==> config.mk <==
export PLATFORM = sky130hd
export DESIGN_NAME = rail_startup_seq
export DESIGN_NICKNAME = d
export VERILOG_FILES = /design/src/rtl/railseq_pkg.sv /design/src/rtl/railseq_timer.sv /design/src/rtl/railseq_phase.sv /design/src/rtl/railseq_drive.sv /design/src/rtl/rail_startup_seq.sv
export SDC_FILE = /design/constraint.sdc
export NUM_CORES = 1
export LEC_CHECK = 0
export BUFFER_PORTS_ARGS = -buffer_cell sky130_fd_sc_hd__buf_2
export CAP_MARGIN = 10
export CORE_ASPECT_RATIO = 0.7
export CORE_MARGIN = 4
export CORE_UTILIZATION = 57
export CTS_CLUSTER_DIAMETER = 120
export DETAILED_ROUTE_END_ITERATION = 16
export PLACE_DENSITY = 0.76
export SETUP_SLACK_MARGIN = 0.15
export SLEW_MARGIN = 20
export SYNTH_ARGS = -nofsm -noshare
export SYNTH_HDL_FRONTEND = slang
export SYNTH_HIERARCHICAL = 1
export SYNTH_SLANG_ARGS = --single-unit
==> constraint.sdc <==
create_clock -name clk_i -period 3.25 [get_ports clk_i]
set_input_delay 0.1625 -clock clk_i [delete_from_list [all_inputs] [get_ports clk_i]]
set_output_delay 0.1625 -clock clk_i [all_outputs]
set_load 0.01 [all_outputs]
==> src/rtl/railseq_pkg.sv <==
package railseq_pkg;
  // Sequence phases, in the only order the block may visit them.
  typedef enum logic [1:0] {
    PH_IDLE   = 2'd0,  // regulator off, code 00
    PH_SELECT = 2'd1,  // regulator off, code applied
    PH_RAMP   = 2'd2,  // regulator on, waiting for settle
    PH_DONE   = 2'd3   // frozen, ready high
  } phase_e;
endpackage

==> src/rtl/railseq_timer.sv <==
module railseq_timer #(
  parameter int unsigned CNT_W = 8
) (
  input  logic             clk_i,
  input  logic             armed_i,
  input  logic             run_i,
  input  logic [CNT_W-1:0] limit_i,
  output logic             wrap_o
);
  // Power-on value is the only starting condition.
  logic [CNT_W-1:0] cnt_q = '0;
  logic [CNT_W-1:0] cnt_d;
  logic             cnt_en;

  assign wrap_o = run_i && (cnt_q == limit_i - CNT_W'(1));
  assign cnt_en = run_i;

  always_comb begin
    cnt_d = cnt_q;
    if (cnt_en) begin
      if (wrap_o) cnt_d = '0;
      else        cnt_d = cnt_q + CNT_W'(1);
    end
  end

  always_ff @(posedge clk_i) begin
    cnt_q <= cnt_d;
  end

  // no advance without lock
  assert_cnt_hold_R2: assert property (@(posedge clk_i) disable iff (!armed_i)
    !run_i |=> $stable(cnt_q));
  // counter stays below the active limit
  assert_cnt_bound_R10: assert property (@(posedge clk_i) disable iff (!armed_i)
    run_i |-> (cnt_q < limit_i));
endmodule

==> src/rtl/railseq_phase.sv <==
module railseq_phase
  import railseq_pkg::*;
#(
  parameter int unsigned CNT_W         = 8,
  parameter int unsigned STEP_CYCLES   = 20,
  parameter int unsigned SETTLE_CYCLES = 10
) (
  input  logic             clk_i,
  input  logic             armed_i,
  input  logic             lock_i,
  input  logic             wrap_i,
  output logic             run_o,
  output logic [CNT_W-1:0] limit_o,
  output phase_e           phase_next_o
);
  phase_e phase_q = PH_IDLE;
  phase_e phase_d;

  // Once the sequence is done, the counter is frozen for good.
  assign run_o = lock_i && (phase_q != PH_DONE);

  always_comb begin
    limit_o = CNT_W'(STEP_CYCLES);
    if (phase_q == PH_RAMP) limit_o = CNT_W'(SETTLE_CYCLES);
  end

  always_comb begin
    phase_d = phase_q;
    if (wrap_i) phase_d = phase_e'(phase_q + 2'd1);
  end

  assign phase_next_o = phase_d;

  always_ff @(posedge clk_i) begin
    phase_q <= phase_d;
  end

  // one step at most per edge, forward only
  assert_phase_order_R10: assert property (@(posedge clk_i) disable iff (!armed_i)
    (phase_q != $past(phase_q)) |-> (phase_q == phase_e'($past(phase_q) + 2'd1)));
  // the done phase is terminal
  assert_phase_final_R7: assert property (@(posedge clk_i) disable iff (!armed_i)
    (phase_q == PH_DONE) |=> (phase_q == PH_DONE));
endmodule

==> src/rtl/railseq_drive.sv <==
module railseq_drive
  import railseq_pkg::*;
#(
  parameter int unsigned VSEL_W    = 2,
  parameter logic [VSEL_W-1:0] VSEL_CODE = 2'b10
) (
  input  logic              clk_i,
  input  logic              armed_i,
  input  phase_e            phase_next_i,
  output logic              en_o,
  output logic [VSEL_W-1:0] vsel_o,
  output logic              ready_o
);
  logic              en_q    = 1'b0;
  logic [VSEL_W-1:0] vsel_q  = '0;
  logic              rdy_q   = 1'b0;
  logic              en_d;
  logic [VSEL_W-1:0] vsel_d;
  logic              rdy_d;

  // Decode the next phase so each output comes straight from a flop.
  always_comb begin
    en_d   = (phase_next_i == PH_RAMP) || (phase_next_i == PH_DONE);
    vsel_d = (phase_next_i == PH_IDLE) ? '0 : VSEL_CODE;
    rdy_d  = (phase_next_i == PH_DONE);
  end

  always_ff @(posedge clk_i) begin
    en_q   <= en_d;
    vsel_q <= vsel_d;
    rdy_q  <= rdy_d;
  end

  assign en_o    = en_q;
  assign vsel_o  = vsel_q;
  assign ready_o = rdy_q;

  // enable is sticky
  assert_en_sticky_R6: assert property (@(posedge clk_i) disable iff (!armed_i)
    en_q |=> en_q);
  // code frozen after the select step
  assert_vsel_frozen_R8: assert property (@(posedge clk_i) disable iff (!armed_i)
    (vsel_q != '0) |=> $stable(vsel_q));
  // enable only rises onto a programmed code
  assert_en_after_code_R4: assert property (@(posedge clk_i) disable iff (!armed_i)
    $rose(en_q) |-> (vsel_q == VSEL_CODE) && $stable(vsel_q));
  // ready implies rail programmed and on
  assert_ready_consistent_R9: assert property (@(posedge clk_i) disable iff (!armed_i)
    rdy_q |-> en_q && (vsel_q == VSEL_CODE));
  // all outputs hold after ready
  assert_ready_hold_R7: assert property (@(posedge clk_i) disable iff (!armed_i)
    rdy_q |=> rdy_q && $stable(en_q) && $stable(vsel_q));
endmodule

==> src/rtl/rail_startup_seq.sv <==
module rail_startup_seq
  import railseq_pkg::*;
#(
  parameter int unsigned STEP_CYCLES   = 20_000_000,
  parameter int unsigned SETTLE_CYCLES = 1_200_000,
  parameter int unsigned VSEL_W        = 2,
  parameter logic [VSEL_W-1:0] VSEL_CODE = 2'b10
) (
  input  logic              clk_i,
  input  logic              lock_i,
  output logic              reg_en_o,
  output logic [VSEL_W-1:0] vsel_o,
  output logic              ready_o
);
  localparam int unsigned MAX_CYC = (STEP_CYCLES > SETTLE_CYCLES) ? STEP_CYCLES : SETTLE_CYCLES;
  localparam int unsigned CNT_W   = $clog2(MAX_CYC + 1);

  // Marks that at least one edge has passed; used to gate the checks.
  logic armed_q = 1'b0;
  always_ff @(posedge clk_i) begin
    armed_q <= 1'b1;
  end

  logic             run;
  logic             wrap;
  logic [CNT_W-1:0] limit;
  phase_e           phase_next;

  railseq_timer #(.CNT_W(CNT_W)) u_timer (
    .clk_i   (clk_i),
    .armed_i (armed_q),
    .run_i   (run),
    .limit_i (limit),
    .wrap_o  (wrap)
  );

  railseq_phase #(
    .CNT_W         (CNT_W),
    .STEP_CYCLES   (STEP_CYCLES),
    .SETTLE_CYCLES (SETTLE_CYCLES)
  ) u_phase (
    .clk_i        (clk_i),
    .armed_i      (armed_q),
    .lock_i       (lock_i),
    .wrap_i       (wrap),
    .run_o        (run),
    .limit_o      (limit),
    .phase_next_o (phase_next)
  );

  railseq_drive #(
    .VSEL_W    (VSEL_W),
    .VSEL_CODE (VSEL_CODE)
  ) u_drive (
    .clk_i        (clk_i),
    .armed_i      (armed_q),
    .phase_next_i (phase_next),
    .en_o         (reg_en_o),
    .vsel_o       (vsel_o),
    .ready_o      (ready_o)
  );

  // power-on outputs are all quiet
  initial begin
    assert_por_quiet_R1: assert (reg_en_o == 1'b0 && ready_o == 1'b0);
  end
endmodule

==> impl_metrics.prom, run 1 <==
# TYPE chip_impl_metric gauge
chip_impl_metric{name="leakage",unit="nW"} 0.946
chip_impl_info{name="hold_removal_path_class",value="reg2reg"} 1
chip_impl_metric{name="gp_congestion",unit=""} 0.998
chip_impl_metric{name="synthToLayoutAreaGrowth",unit="%"} 2.33
chip_impl_metric{name="fillCellCount",unit=""} 367
chip_impl_info{name="worstPathCellList",value="inv_1 -> ha_1 -> nor3_4 -> and3_1 -> o21ai_0 -> a222oi_1 -> o211ai_1 -> nor4b_2 -> mux2i_1 -> and2_2"} 1
chip_impl_info{name="worstReg2RegStart",value="u_phase/phase_q[0]"} 1
chip_impl_metric{name="cp.required",unit="ns"} 3.48
chip_impl_metric{name="buffer_ports.inserted",unit=""} 4
chip_impl_metric{name="grt_antenna_before_repair",unit=""} 0
chip_impl_info{name="tritoncts",value="done"} 1
chip_impl_metric{name="hold_path_depth",unit=""} 1
chip_impl_metric{name="slowest_delay",unit="ns"} 0.43
chip_impl_metric{name="drt-pass1-iter-count",unit=""} 4
chip_impl_metric{name="p_comb_share",unit="%"} 15.1
chip_impl_metric{name="seq_area",unit="um^2"} 851
chip_impl_metric{name="data_arrival_time_of_the_critical_path",unit="ns"} 3.04
chip_impl_metric{name="postLayoutCellArea",unit="um^2"} 2800
chip_impl_metric{name="hold_viol_final",unit=""} 0
chip_impl_metric{name="switchingPower",unit="W"} 0.000256
chip_impl_metric{name="grt_max_degree",unit=""} 26
chip_impl_metric{name="dr.first_iter.drc_count",unit=""} 156
chip_impl_info{name="cp_slowest_cell",value="nor4b_2"} 1
chip_impl_metric{name="clkSlewWorstSetupHoldPaths",unit="ns"} 0.06
chip_impl_metric{name="tightestPinTransition",unit="ns"} 0.504
chip_impl_info{name="grt_setup_unrepaired",value="false"} 1
chip_impl_metric{name="timing.final.ws_setup",unit="ns"} 0.431
chip_impl_metric{name="number_of_maximum_capacitance_violations",unit=""} 0
chip_impl_metric{name="cts.sinks",unit=""} 30
chip_impl_metric{name="final_setup_viols",unit=""} 0
chip_impl_metric{name="fin_worst_skew",unit="ns"} 0.00802
chip_impl_metric{name="vdd.ir_drop.worst",unit="mV"} 0.248
chip_impl_metric{name="grt_first_pass_wirelength",unit="um"} 9140
chip_impl_metric{name="slew_headroom",unit="%"} 66.1
chip_impl_metric{name="min_period_over_period",unit="%"} 86.7
chip_impl_metric{name="routed_via_density",unit=""} 6.01
chip_impl_metric{name="start_util",unit="%"} 61.2
chip_impl_metric{name="power.sequential.fraction",unit="%"} 48.4
chip_impl_metric{name="finalSetupTns",unit="ns"} 0
chip_impl_metric{name="post_cts_buffers",unit=""} 0
chip_impl_metric{name="layout-drive-gt1-share",unit="%"} 15.7
chip_impl_metric{name="worst_skew_pair.late_latency",unit="ns"} 0.28
chip_impl_metric{name="fp.dieArea",unit="um^2"} 6000
chip_impl_metric{name="via_count_of_the_first_global_routing_pass",unit=""} 1841
chip_impl_info{name="critical_path.startpoint_type",value="register"} 1
chip_impl_metric{name="detailroute.via_count",unit=""} 2090
chip_impl_metric{name="min_period",unit="ns"} 2.82
chip_impl_metric{name="hold_slack",unit="ns"} 0.539
chip_impl_metric{name="max_fanout_on_critical_path",unit=""} 7
chip_impl_metric{name="route.antenna.remaining_nets",unit=""} 0
chip_impl_metric{name="chipWidth",unit="um"} 90.9
chip_impl_metric{name="clockBufferDepth",unit=""} 2
chip_impl_info{name="setup.worst_path.start",value="u_phase/phase_q[0]"} 1
chip_impl_info{name="setup.worst_path.end_class",value="register"} 1
chip_impl_info{name="setup_cp_type",value="reg2reg"} 1
chip_impl_metric{name="timing_max_transition_violations_final",unit=""} 0
chip_impl_metric{name="num_io_pins",unit=""} 6
chip_impl_metric{name="r2r_cells",unit=""} 10
chip_impl_metric{name="coreArea",unit="um^2"} 4480
chip_impl_metric{name="pwr_density_cell",unit="nW/um^2"} 352
chip_impl_metric{name="placed_cell_area",unit="um^2"} 2700
chip_impl_metric{name="internal_power",unit="W"} 0.000731
chip_impl_metric{name="syn-cell-area",unit="um^2"} 2740
chip_impl_info{name="timing.hold.worst.start",value="u_phase/phase_q[0]"} 1
chip_impl_metric{name="wire_per_inst",unit="um"} 15.3
chip_impl_metric{name="synthesis.area_per_instance",unit="um^2"} 9.20
chip_impl_metric{name="syn_inst",unit=""} 298
chip_impl_info{name="root_buffer",value="clkbuf_8"} 1
chip_impl_metric{name="post-route-drc-count",unit=""} 0
chip_impl_metric{name="timing.fmax",unit="GHz"} 0.355
chip_impl_metric{name="ctsHtreeMaxLevel",unit=""} 2
chip_impl_info{name="run_status",value="complete, no violations"} 1
chip_impl_metric{name="dp_slack",unit="ns"} 0.420
chip_impl_metric{name="die_span_in_y",unit="um"} 66.0
chip_impl_metric{name="row_count",unit=""} 20
chip_impl_metric{name="cts_inserted_buffers",unit=""} 5
chip_impl_metric{name="num-nets-final",unit=""} 300
chip_impl_metric{name="switch_share",unit="%"} 25.9
chip_impl_metric{name="route.final.wire_length",unit="um"} 5340
chip_impl_metric{name="n_antenna_cell",unit=""} 0
chip_impl_metric{name="dp.final_hpwl",unit="um"} 4010
chip_impl_metric{name="synth-warning-count",unit=""} 6
chip_impl_metric{name="global_route.overflow_total",unit=""} 0
chip_impl_metric{name="pwr-share-clk",unit="%"} 36.4
chip_impl_metric{name="globalRouteTotalUtil",unit="%"} 19.5
chip_impl_metric{name="multi_input_area",unit="um^2"} 1670
## path summary, 6_finish.rpt
kind / to / slack [ns]
hold / removal: u_phase/phase_q[0] / 0.54
hold reg to reg: u_phase/phase_q[0] / 0.54
setup / recovery: u_drive/ready_o / 0.43
setup reg to reg: u_drive/ready_o / 0.43
## placed cells by master (no fill, tap or decap), types with 2 or more instances in the layout
| master | instances |
|---|---|
| nor3_4 | 2 |
| dfxtp_1 | 5 |
| nor4_1 | 9 |
| edfxtp_1 | 25 |
| nor3_1 | 7 |
| o21ai_0 | 6 |
| or4_1 | 5 |
| nand3_1 | 18 |
| nor2b_1 | 2 |
| buf_4 | 5 |
| buf_2 | 4 |
| nor2_1 | 13 |
| mux2i_1 | 2 |
| o21ai_1 | 2 |
| or3_1 | 5 |
| and3_1 | 3 |
| xor2_1 | 22 |
| conb_1 | 18 |
| a21oi_2 | 21 |
| nand2b_1 | 2 |
| ha_1 | 5 |
| inv_1 | 10 |
| clkbuf_8 | 5 |
| nor4b_1 | 2 |
| o31ai_1 | 3 |
| xnor2_1 | 33 |
| a21oi_1 | 9 |
| nand4_1 | 8 |
| nand2_1 | 12 |
## sequential cells by signal, indices dropped and copies added, names as in the netlist
name	flops
u_timer/cnt_q	25
u_phase/phase_q	2
u_drive/en_o	1
u_drive/ready_o	1
u_drive/vsel_o	1
## per-stage QoR
step           instances  power (W)  utilization [%]
6_report             348   0.000987             62.6
5_1_grt              348    0.00104             62.6
4_1_cts              348   0.000987             62.5
3_5_place_dp         341   0.000627             60.2
3_3_place_gp         341   0.000623             60.2
2_1_floorplan        313   0.000617                -
## routing by layer
layer  track usage (%)  share of wire (%)  vias up  wire length, um
met1              29.5                 52      967             2790
met3              5.35                7.2       12              385
met4              6.58                1.8        0               95
li1                  -                  -     1036                -
met5                 0                  0        -                0
met2              26.4                 39       75             2070
## area by class of cell
cell class                 count  area share, %
clock buffer                   5           2.45
tap                           55           2.45
multi-input combinational    236           59.4
timing repair buffer          10           2.77
sequential                    30           30.3
clock inverter                 2           1.20
inverter                      10           1.34
## critical path: cells and delay by family (launching register included)
kind	cells	cell delay, ns
DFF	1	0.37
AOI/OAI and AO/OA	3	0.67
adders and majority gates	1	0.26
and+or+nand+nor	4	1.07
buffers and inverters	1	0.08
muxes	1	0.31
## power groups by stage
stage	sequential, W	clock [W]	combinational (W)
floorplan	0.000471	0	0.000146
global placement	0.000484	0	0.000139
detailed placement	0.000485	0	0.000141
CTS	0.000477	0.000368	0.000142
global route	0.000481	0.000388	0.000168
finish	0.000478	0.000360	0.000149
## timing repair
item                       in CTS  in global routing
setup endpoints to repair       0                  2
hold buffers                    0                  0
resized for setup               0                  1
No activity file was read; power rests on OpenSTA's default activity.
==> run 2, diff against run 1 <==
--- a/config.mk
+++ b/config.mk
@@ -7,12 +7,14 @@
 export LEC_CHECK = 0
 export BUFFER_PORTS_ARGS = -buffer_cell sky130_fd_sc_hd__buf_2
 export CAP_MARGIN = 10
+export CELL_PAD_IN_SITES_DETAIL_PLACEMENT = 1
+export CELL_PAD_IN_SITES_GLOBAL_PLACEMENT = 2
 export CORE_ASPECT_RATIO = 0.7
 export CORE_MARGIN = 4
-export CORE_UTILIZATION = 57
+export CORE_UTILIZATION = 37
 export CTS_CLUSTER_DIAMETER = 120
 export DETAILED_ROUTE_END_ITERATION = 16
-export PLACE_DENSITY = 0.76
+export PLACE_DENSITY_LB_ADDON = 0.1
 export SETUP_SLACK_MARGIN = 0.15
 export SLEW_MARGIN = 20
 export SYNTH_ARGS = -nofsm -noshare
==> run 2 against run 1 <==
  * Core utilization is 22 points lower
  * Sequential share of layout area is 0.41 points lower
  * Power is 6.6% lower
  * Flip-flop and latch count stayed put
  * Setup slack worse by 0.11 ns
  * Combinational power is 5% higher
  * Critical path depth is 1 higher
  * Routed wire length is 28% higher
  * Clock power is 21% lower
  * Clock skew is 0.0015 ns lower
  * Die area is 48% higher
  * Final area is 1.4% higher
==> impl_metrics.prom, run 2 (synthesized netlist as in run 1, its figures left out) <==
# TYPE chip_impl_metric gauge
chip_impl_metric{name="global_route.overflow_total",unit=""} 0
chip_impl_metric{name="drt-pass1-iter-count",unit=""} 4
chip_impl_metric{name="timing_max_transition_violations_final",unit=""} 0
chip_impl_metric{name="clockBufferDepth",unit=""} 2
chip_impl_metric{name="hold_buffers",unit=""} 0
chip_impl_metric{name="grt_max_degree",unit=""} 26
chip_impl_metric{name="pwr_density_cell",unit="nW/um^2"} 324
chip_impl_metric{name="min_period",unit="ns"} 2.93
chip_impl_metric{name="dp.final_hpwl",unit="um"} 5160
chip_impl_metric{name="num_io_pins",unit=""} 6
chip_impl_metric{name="data_arrival_time_of_the_critical_path",unit="ns"} 2.94
chip_impl_metric{name="buffer_ports.inserted",unit=""} 4
chip_impl_metric{name="max_fanout_on_critical_path",unit=""} 25
chip_impl_metric{name="cp.required",unit="ns"} 3.26
chip_impl_metric{name="min_period_over_period",unit="%"} 90.1
chip_impl_info{name="hold_removal_path_class",value="reg2reg"} 1
chip_impl_metric{name="ctsHtreeMaxLevel",unit=""} 2
chip_impl_metric{name="start_util",unit="%"} 39.3
chip_impl_metric{name="total_power",unit="W"} 0.000922
chip_impl_metric{name="coreArea",unit="um^2"} 6980
chip_impl_metric{name="tightestPinTransition",unit="ns"} 0.516
chip_impl_metric{name="hold_viol_final",unit=""} 0
chip_impl_metric{name="final_setup_viols",unit=""} 0
chip_impl_metric{name="largest_register_ff_count",unit=""} 25
chip_impl_metric{name="worst_skew_pair.late_latency",unit="ns"} 0.28
chip_impl_metric{name="n_antenna_cell",unit=""} 0
chip_impl_info{name="setup.worst_path.end_class",value="register"} 1
chip_impl_metric{name="leakage",unit="nW"} 0.956
chip_impl_metric{name="num-nets-final",unit=""} 300
chip_impl_info{name="run_status",value="complete, no violations"} 1
chip_impl_metric{name="post-route-drc-count",unit=""} 0
chip_impl_metric{name="grt_first_pass_wirelength",unit="um"} 11200
chip_impl_info{name="critical_path.startpoint_type",value="register"} 1
chip_impl_metric{name="die_span_in_y",unit="um"} 80
chip_impl_metric{name="number_of_maximum_capacitance_violations",unit=""} 0
chip_impl_metric{name="dr.first_iter.drc_count",unit=""} 117
chip_impl_metric{name="layout-drive-gt1-share",unit="%"} 15.3
chip_impl_metric{name="synthToLayoutAreaGrowth",unit="%"} 3.74
chip_impl_metric{name="vdd.ir_drop.worst",unit="mV"} 0.251
chip_impl_metric{name="timing.fmax",unit="GHz"} 0.341
chip_impl_info{name="root_buffer",value="clkbuf_8"} 1
chip_impl_metric{name="cts.sinks",unit=""} 30
chip_impl_metric{name="grt_antenna_before_repair",unit=""} 0
chip_impl_info{name="largest-register",value="u_timer/cnt_q"} 1
chip_impl_metric{name="route.final.wire_length",unit="um"} 6810
chip_impl_metric{name="wire_per_inst",unit="um"} 17.6
chip_impl_metric{name="fp.dieArea",unit="um^2"} 8870
chip_impl_metric{name="routed_via_density",unit=""} 5.31
chip_impl_metric{name="finalSetupTns",unit="ns"} 0
chip_impl_metric{name="slew_headroom",unit="%"} 65.3
chip_impl_metric{name="dp_slack",unit="ns"} 0.232
chip_impl_metric{name="clkSlewWorstSetupHoldPaths",unit="ns"} 0.07
chip_impl_info{name="largestRegisters",value="u_timer/cnt_q: 25 flops, u_phase/phase_q: 2 flops"} 1
chip_impl_info{name="layout.cells.most_common_list",value="xnor2_1, edfxtp_1, xor2_1"} 1
chip_impl_metric{name="gp_congestion",unit=""} 0.814
chip_impl_metric{name="hold_slack",unit="ns"} 0.562
chip_impl_info{name="tritoncts",value="done"} 1
chip_impl_info{name="most_common_cell_after_layout_fill_and_taps_aside",value="xnor2_1"} 1
chip_impl_metric{name="globalRouteTotalUtil",unit="%"} 15.8
chip_impl_metric{name="via_count_of_the_first_global_routing_pass",unit=""} 2101
chip_impl_metric{name="final_core_util",unit="%"} 40.8
chip_impl_metric{name="row_count",unit=""} 25
chip_impl_metric{name="detailroute.via_count",unit=""} 2061
chip_impl_metric{name="cts_inserted_buffers",unit=""} 5
chip_impl_metric{name="route.antenna.remaining_nets",unit=""} 0
chip_impl_metric{name="fin_worst_skew",unit="ns"} 0.00653
chip_impl_info{name="grt_setup_unrepaired",value="false"} 1
chip_impl_metric{name="timing.final.ws_setup",unit="ns"} 0.321
chip_impl_metric{name="chipWidth",unit="um"} 111
chip_impl_info{name="setup_cp_type",value="reg2reg"} 1
[run 2: cell types whose count changed in the layout (fill, tap and decap cells not counted)]
cell       change
buf_4          -1
buf_6          +1
bufinv_16      -1
clkinv_1       +2
nor4b_2        -1
nor4b_4        +1
[run 2: where the power goes]
| part | leakage [nW] | internal [W] | switching [W] |
|---|---|---|---|
| Sequential | 0.285 | 0.000445 | 0.0000363 |
| Clock | 0.0407 | 0.000143 | 0.000142 |
| Combinational | 0.630 | 0.0000658 | 0.0000899 |
[run 2: path summary, 6_finish.rpt]
| path | startpoint | cells past startpoint | endpoint | slack, ns |
|---|---|---|---|---|
| setup reg to reg | u_phase/phase_q[0] | 11 | u_timer/cnt_q[8] | 0.32 |
| hold reg to reg | u_phase/phase_q[0] | 1 | u_phase/phase_q[0] | 0.56 |
| hold / removal | u_phase/phase_q[0] | 1 | u_phase/phase_q[0] | 0.56 |
| setup / recovery | u_phase/phase_q[0] | 11 | u_timer/cnt_q[8] | 0.32 |
[run 2: layout make-up]
class / instances / area, um^2
clock buffers: 5 / 68.8
inverters: 10 / 37.5
clock inverters: 3 / 11.3
fillers: 806 / 4130
well taps: 94 / 118
multi-input cells: 236 / 1680
flip-flops and latches: 30 / 851
repair buffers: 10 / 81.3
[run 2: per-layer routing]
metal	GRT usage (%)	vias to the layer above	part of all wire [%]
li1	-	1036	-
met1	24.1	993	57
met2	23.0	27	40
met3	2.50	5	2.5
met4	3.81	0	0.88
met5	0	-	0
[run 2: stage by stage]
| stage | instances | cell area [um^2] |
|---|---|---|
| after global placement | 379 | 2740 |
| after CTS | 387 | 2820 |
| after floorplan | 313 | 2800 |
| after detailed placement | 379 | 2740 |
| final | 388 | 2840 |
| after global routing | 388 | 2840 |
[run 2: critical path: stages (launching register included)]
cell      delay [ns]
dfxtp_1         0.34
inv_1           0.09
ha_1            0.23
buf_6           0.21
or3_1           0.20
nor3_4          0.09
o31ai_1         0.26
o221ai_1        0.16
a32o_1          0.35
nor4bb_4        0.36
buf_12          0.25
a21oi_1         0.10
[run 2: what timing repair did]
item,in CTS,in global routing
buffers inserted,0,1
setup endpoints to repair,0,29
hold endpoints to repair,0,0
resized for setup,0,3
